File: src/rtl/pirq_rt_pkg.sv
// Package for the PIRQ router: the routing byte type and the rule that
// decides whether a routing byte is enabled.
// Assumes: every routing entry is one byte wide.
package pirq_rt_pkg;

    localparam int unsigned ROUTE_W = 8;

    typedef logic [ROUTE_W-1:0] route_t;

    // A routing byte is enabled when its value is below the IRQ count.
    function automatic logic route_on(input route_t r, input int unsigned nirq);
        return 32'(r) < nirq;
    endfunction

endpackage

File: src/rtl/pirq_route_regs.sv
// Holds one routing byte for each pin, all in a single configuration dword.
// Writes are applied per byte lane on the clock edge. The read data shows
// the dword when it is addressed and zero otherwise.
// Assumes: one lane per pin, ROUTE_W bits per lane.
module pirq_route_regs
    import pirq_rt_pkg::*;
#(
    parameter int unsigned NUM_PIN     = 4,
    parameter int unsigned ADDR_W      = 6,
    parameter logic [ADDR_W-1:0] ROUTE_DW = 6'h18,
    parameter route_t      RESET_ROUTE = 8'h80
) (
    input  logic                            clk,
    input  logic                            rst_n,
    input  logic                            wr,
    input  logic [ADDR_W-1:0]               addr,
    input  logic [NUM_PIN-1:0]              be,
    input  logic [NUM_PIN*ROUTE_W-1:0]      wdata,
    output logic [NUM_PIN*ROUTE_W-1:0]      rdata,
    output logic [NUM_PIN-1:0][ROUTE_W-1:0] route_q
);

    logic hit;

    // Address decode for the routing dword.
    assign hit = (addr == ROUTE_DW);

    // Read path: the addressed dword, or zero.
    assign rdata = hit ? route_q : '0;


    other_addr_keeps_routes_chk: assert property (@(posedge clk) disable iff (!rst_n)
        (wr && !hit) |=> $stable(route_q));

    for (genvar i = 0; i < NUM_PIN; i++) begin : g_lane
        // Per-lane register with synchronous reset to the disabled code.
        always_ff @(posedge clk) begin
            if (!rst_n) begin
                route_q[i] <= RESET_ROUTE;
            end else if (wr && hit && be[i]) begin
                route_q[i] <= wdata[i*ROUTE_W +: ROUTE_W];
            end
        end


        masked_lane_stable_chk: assert property (@(posedge clk) disable iff (!rst_n)
            (wr && hit && !be[i]) |=> $stable(route_q[i]));


        lane_takes_write_chk: assert property (@(posedge clk) disable iff (!rst_n)
            (wr && hit && be[i]) |=> (route_q[i] == $past(wdata[i*ROUTE_W +: ROUTE_W])));
    end

endmodule

File: src/rtl/pirq_level_map.sv
// Builds the pin-by-IRQ level matrix from the current routes and PIRQ
// levels. Bit irq*NUM_PIN+pin is set when that pin is enabled, routed to
// that IRQ, and high. Each IRQ output is the OR of its slice.
// Assumes: NUM_IRQ is a power of two that fits in a routing byte.
module pirq_level_map
    import pirq_rt_pkg::*;
#(
    parameter int unsigned NUM_PIN = 4,
    parameter int unsigned NUM_IRQ = 16
) (
    input  logic [NUM_PIN-1:0][ROUTE_W-1:0] route_q,
    input  logic [NUM_PIN-1:0]              pirq_in,
    output logic [NUM_IRQ-1:0]              irq_out
);

    localparam int unsigned IRQ_W = $clog2(NUM_IRQ);

    logic [NUM_PIN-1:0]         pin_en;
    logic [NUM_IRQ*NUM_PIN-1:0] level_vec;

    for (genvar p = 0; p < NUM_PIN; p++) begin : g_pin_en
        // Enable decode for each pin's routing byte.
        assign pin_en[p] = route_on(route_q[p], NUM_IRQ);
    end

    for (genvar k = 0; k < NUM_IRQ; k++) begin : g_irq
        for (genvar p = 0; p < NUM_PIN; p++) begin : g_pin
            // One matrix cell: pin p contributes to IRQ k.
            assign level_vec[k*NUM_PIN+p] = pin_en[p] && pirq_in[p] &&
                (route_q[p][IRQ_W-1:0] == IRQ_W'(k));
        end
        // Wired-OR of every pin landing on IRQ k.
        assign irq_out[k] = |level_vec[k*NUM_PIN +: NUM_PIN];
    end

endmodule

File: src/rtl/pirq_route_query.sv
// Answers a route query for one pin: enabled flag and target IRQ number.
// The number reads zero when the pin is disabled.
// Assumes: query_pin is always a valid pin index.
module pirq_route_query
    import pirq_rt_pkg::*;
#(
    parameter int unsigned NUM_PIN = 4,
    parameter int unsigned NUM_IRQ = 16
) (
    input  logic [NUM_PIN-1:0][ROUTE_W-1:0] route_q,
    input  logic [$clog2(NUM_PIN)-1:0]      query_pin,
    output logic                            query_en,
    output logic [$clog2(NUM_IRQ)-1:0]      query_irq
);

    localparam int unsigned IRQ_W = $clog2(NUM_IRQ);

    route_t sel;

    // Select the queried pin's routing byte and report its decode.
    always_comb begin
        sel       = route_q[query_pin];
        query_en  = route_on(sel, NUM_IRQ);
        query_irq = query_en ? sel[IRQ_W-1:0] : '0;
    end

endmodule

File: src/rtl/pirq_router.sv
// Top level of the PCI interrupt pin to ISA IRQ router. It ties together
// the routing registers, the level matrix and the query decoder.
// Assumes: routing writes are single-cycle strobes and the PIRQ inputs are
// already synchronous to clk.
module pirq_router
    import pirq_rt_pkg::*;
#(
    parameter int unsigned NUM_PIN     = 4,
    parameter int unsigned NUM_IRQ     = 16,
    parameter int unsigned ADDR_W      = 6,
    parameter logic [ADDR_W-1:0] ROUTE_DW = 6'h18,
    parameter logic [7:0]  RESET_ROUTE = 8'h80
) (
    input  logic                         clk,
    input  logic                         rst_n,
    input  logic                         cfg_wr,
    input  logic [ADDR_W-1:0]            cfg_addr,
    input  logic [NUM_PIN-1:0]           cfg_be,
    input  logic [NUM_PIN*8-1:0]         cfg_wdata,
    output logic [NUM_PIN*8-1:0]         cfg_rdata,
    input  logic [NUM_PIN-1:0]           pirq_in,
    output logic [NUM_IRQ-1:0]           irq_out,
    input  logic [$clog2(NUM_PIN)-1:0]   query_pin,
    output logic                         query_en,
    output logic [$clog2(NUM_IRQ)-1:0]   query_irq
);

    logic [NUM_PIN-1:0][ROUTE_W-1:0] route_q;

    pirq_route_regs #(
        .NUM_PIN     (NUM_PIN),
        .ADDR_W      (ADDR_W),
        .ROUTE_DW    (ROUTE_DW),
        .RESET_ROUTE (RESET_ROUTE)
    ) regs_i (
        .clk     (clk),
        .rst_n   (rst_n),
        .wr      (cfg_wr),
        .addr    (cfg_addr),
        .be      (cfg_be),
        .wdata   (cfg_wdata),
        .rdata   (cfg_rdata),
        .route_q (route_q)
    );

    pirq_level_map #(
        .NUM_PIN (NUM_PIN),
        .NUM_IRQ (NUM_IRQ)
    ) map_i (
        .route_q (route_q),
        .pirq_in (pirq_in),
        .irq_out (irq_out)
    );

    pirq_route_query #(
        .NUM_PIN (NUM_PIN),
        .NUM_IRQ (NUM_IRQ)
    ) query_i (
        .route_q   (route_q),
        .query_pin (query_pin),
        .query_en  (query_en),
        .query_irq (query_irq)
    );


    query_matches_output_chk: assert property (@(posedge clk) disable iff (!rst_n)
        (query_en && pirq_in[query_pin]) |-> irq_out[query_irq]);


    disabled_query_zero_chk: assert property (@(posedge clk) disable iff (!rst_n)
        !query_en |-> (query_irq == '0));


    output_needs_source_chk: assert property (@(posedge clk) disable iff (!rst_n)
        (|irq_out) |-> (|pirq_in));

endmodule

File: config.mk
export PLATFORM = sky130hd
export DESIGN_NAME = pirq_router
export DESIGN_NICKNAME = d
export VERILOG_FILES = /design/src/rtl/pirq_rt_pkg.sv /design/src/rtl/pirq_route_regs.sv /design/src/rtl/pirq_level_map.sv /design/src/rtl/pirq_route_query.sv /design/src/rtl/pirq_router.sv
export SDC_FILE = /design/constraint.sdc
export NUM_CORES = 1
export LEC_CHECK = 0
export BUFFER_PORTS_ARGS = -buffer_cell sky130_fd_sc_hd__buf_2
export CAP_MARGIN = 20
export CORE_ASPECT_RATIO = 0.5
export CORE_MARGIN = 2
export CORE_UTILIZATION = 40
export CTS_BUF_LIST = sky130_fd_sc_hd__clkbuf_4
export CTS_CLUSTER_SIZE = 30
export DETAILED_ROUTE_END_ITERATION = 10
export GPL_ROUTABILITY_DRIVEN = 1
export PLACE_DENSITY = 0.8
export SYNTH_ARGS = -nofsm -noshare
export SYNTH_HDL_FRONTEND = slang
export SYNTH_SLANG_ARGS = --single-unit
File: constraint.sdc
create_clock -name clk -period 6.3 [get_ports clk]
set_input_delay 1.26 -clock clk [delete_from_list [all_inputs] [get_ports clk]]
set_output_delay 1.26 -clock clk [all_outputs]
set_load 0.02 [all_outputs]
==> results.md <==
- Outcome: completed
- Post-layout total power: 0.396 mW
- Antenna violations before repair: 0
- Via Count: 2307
- Count of mapped cells out of synthesis: 261
- Most used standard cells in the synthesized netlist: mux2i_1 (41), dfxtp_1 (32), and2_1 (31)
- Dominant combinational cell family by area after synthesis: simple AND/OR/NAND/NOR gates
- Hold buffers post-CTS: 0
- Count of buffer and inverter cells on the critical path: 3
- Mean instance size in the synthesized netlist: 8.46 um^2
- EDFF count, synth: 0
- Detailed Routing Iterations Pass 1: 5
- IO Pins: 104
- Routed length on met2: 3.14 mm
- Highest layer used for signal routing: met4
- TritonCTS clock tree: done
- Endpoints failing hold: 0
- Clock root cell: clkbuf_4
- Area added between synthesis and finish: 28.9%
- Number of max-slew violations in the final report: 0
- Crit-path max FO: 17
- Routed wire length on met3: 384 um
- Critical path endpoint category: primary output
- Full die area: 6170 um^2
- Clk_skew: 0 ns
- Data arrival time of the critical path: 3.42 ns
- Flop2flop setup slack: 5.44 ns
- Count of endpoints failing setup in the final report: 0
- # port buffers: 103
- Cell count after placement: 425
- Post-detail-place hpwl: 4.89 mm
- Final TNS setup: 0 ns
- Maximum root-to-sink buffer count: 2
- Routability Congestion: 0.949
- Worst-margin pin slew: 1.14 ns
- Row count: 19
- Fmax: 214 MHz
- Core outline area: 5400 um^2
- Hold crit path type: reg2reg
- CP cell instances: buf_2 -> or4b_1 -> nor2_1 -> buf_4 -> and2_1 -> buf_2
- Kind of start point of the critical path: input pin
- Net count of the finished layout: 410
- Worst setup slack after layout: 1.62 ns
- Post-synthesis share of cell area spent on full adders, half adders and majority gates: 0
- Worst hold slack: 0.503 ns
- CP dominant cell by count: buf_2
- Crit-path slowest cell: or4b_1
- Synth area leader: dfxtp_1
- Non-filler cells in the finished layout: 433
- Part of the power in combinational logic: 0.083
- Register bit count reported by yosys: 32
- CTS H-Tree Depth: 2
- Total global routing track utilization: 0.205
- Number of CTS-inserted buffers: 5
- Asr flop ratio synth: 0
- Post-route antenna net violation count: 0
- Count of cell types in the netlist: 26
- GR Overflow Total: 0
- Proportion of power drawn by flip-flops and latches: 0.514
- Ratio of cells with drive above 1 in the final layout: 0.353
- Registers with the most flip-flops: regs_i.route_q (32)
- Simple-gate area share of the yosys netlist: 0.388
- End of the critical path: cfg_rdata[19]
- Mapped cell area: 2210 um^2
- Period utilisation layout: 0.743
- Number of setup buffers added after CTS: 0
- Critical Path RT: 5.04 ns
- Vias per inst: 5.33
- Avg WL per Cell: 14.7 um
- Most area-consuming cells after synthesis: dfxtp_1 (29%), mux2i_1 (19%), and2_1 (8.8%)
- Part of the Yosys area used for sequential elements: 0.290
- Die Span Y: 56.5 um
- Top-area cell type share of the netlist area: 0.290
- Primary FF master, synth: dfxtp_1
- Max-cap viol count: 0
- Clock slew at reported path FFs: 0.11 ns
- Compound-Gate Fraction of Synth Area: 0.102
- Wire length of the first global-routing pass: 9.93 mm
- Post-place setup slack: 1.63 ns
- Latest clock arrival within the worst-skew pair: 0.32 ns
- Delay contributed by the slowest stage of the critical path: 0.76 ns
- Initial core utilization: 0.409
- CTS sink cnt: 32
- Number of fill cells in the layout: 512
- Register ranked first by flip-flop count: regs_i.route_q
- Post-cts resize count: 0
- Met1 WL: 2.71 mm
- Pin count of the biggest net entering global routing: 33
- Largest register FFs: 32
- Yosys warning count: 0
- Count of cell instances traversed by the critical path: 6
- Family of cells with the greatest summed delay on the critical path: simple AND/OR/NAND/NOR gates
- Static leakage power: 1.25 nW
- XOR/XNOR Fraction of Synth Area: 0
- Crit path time final: 4.68 ns
- Net switching power: 0.0881 mW
- Crit path kind: in2out
- Clk network pwr share: 0.403
- Relative slew margins: 0.235
- Switching share of total power: 0.223
- RSZ-0062 raised after global routing: no
- Internal cell power: 0.307 mW
- Dominant cell by count in the synthesized netlist: mux2i_1
- Via count of the first global-routing pass: 2029
- Width of the die: 109 um
- Startpoint of the most critical register-to-register path: regs_i.route_q[16]$_SDFFE_PN0P_
- Worst VDD drop: 0.0000919 V
- Critical path startpoint: cfg_addr[1]
- Number of design-rule violations left by the first detailed-router iteration: 101
- Capture point of the worst reg-to-reg path: regs_i.route_q[16]$_SDFFE_PN0P_
- Worst Reg2Reg Path Length in Cells: 2
- Number of antenna cells inserted: 0
- Power Dens Cells: 139 nW/um^2
- Post-Route WL: 6.35 mm
- Mux cell area share after synthesis: 0.191
- # DRC: 0
- Synthesized netlist net count: 312
-- placed cells by master, fill, tap and decap left out --
master,count
buf_2,103
mux2i_1,41
dfxtp_1,32
and2_1,31
nor2b_1,28
o22ai_1,24
nand2_1,14
nor2_1,10
or2_2,10
nand2b_1,9
nor3_1,7
nand4b_1,7
clkbuf_4,6
nor4_1,5
nand4_1,5
nand3_1,4
or3_1,4
nor3_4,4
o22a_1,3
o221ai_1,3
inv_1,2
a211o_1,2
mux2_2,1
a21oi_1,1
or4b_1,1
bufinv_16,1
clkinv_2,1
buf_4,1
-- worst reg2reg max path, cell delays in order, from the launching register on --
cell     delay, ns
dfxtp_1       0.55
mux2i_1       0.14
nor2b_1       0.12
-- layer usage --
metal / GRT usage / up-vias
met1: 0.267 / 1074
li1: - / 1137
met3: 0.0453 / 14
met4: 0.0513 / 0
met2: 0.345 / 82
met5: 0 / -
-- layout make-up --
cell class | instances | area [um^2] | share of cell area
Multi-Input combinational cell | 214 | 1500 | 0.528
Clock inverter | 2 | 35.0 | 0.0123
Sequential cell | 32 | 641 | 0.225
Clock buffer | 6 | 45.0 | 0.0158
Tap cell | 73 | 91.3 | 0.0321
Timing Repair Buffer | 104 | 523 | 0.184
Inverter | 2 | 7.51 | 0.00264
-- kinds of logic (layout without fill, tap and decap cells) --
family	count (synthesis)	in the layout
AOI/OAI and AO/OA	33	33
buffers and inverters	15	114
DFF	32	32
muxes	42	42
and+or+nand+nor	139	139
-- power groups by stage --
stage | combinational, mW | clock, mW | sequential (mW)
6_report | 0.0328 | 0.159 | 0.203
5_1_grt | 0.0355 | 0.173 | 0.203
4_1_cts | 0.0328 | 0.163 | 0.203
3_5_place_dp | 0.0327 | 0 | 0.208
3_3_place_gp | 0.0321 | 0 | 0.208
2_1_floorplan | 0.0147 | 0 | 0.208
-- how the worst min path moves through the flow --
stage / startpoint / end / cells past startpoint / slack (ns)
after floorplan: regs_i.route_q[23]$_SDFFE_PN1P_ / regs_i.route_q[23]$_SDFFE_PN1P_ / 2 / 0.46
after global placement: regs_i.route_q[15]$_SDFFE_PN1P_ / regs_i.route_q[15]$_SDFFE_PN1P_ / 2 / 0.48
after detailed placement: regs_i.route_q[15]$_SDFFE_PN1P_ / regs_i.route_q[15]$_SDFFE_PN1P_ / 2 / 0.48
after CTS: regs_i.route_q[15]$_SDFFE_PN1P_ / regs_i.route_q[15]$_SDFFE_PN1P_ / 2 / 0.51
after global routing: regs_i.route_q[23]$_SDFFE_PN1P_ / regs_i.route_q[23]$_SDFFE_PN1P_ / 2 / 0.56
final: regs_i.route_q[15]$_SDFFE_PN1P_ / regs_i.route_q[15]$_SDFFE_PN1P_ / 2 / 0.50
-- through the flow --
stage,cell area [um^2],utilization
after CTS,2850,0.527
after detailed placement,2770,0.513
after global routing,2850,0.527
after global placement,2770,0.513
final,2850,0.527
after floorplan,2210,-
Power figures use the tool's default switching activity.
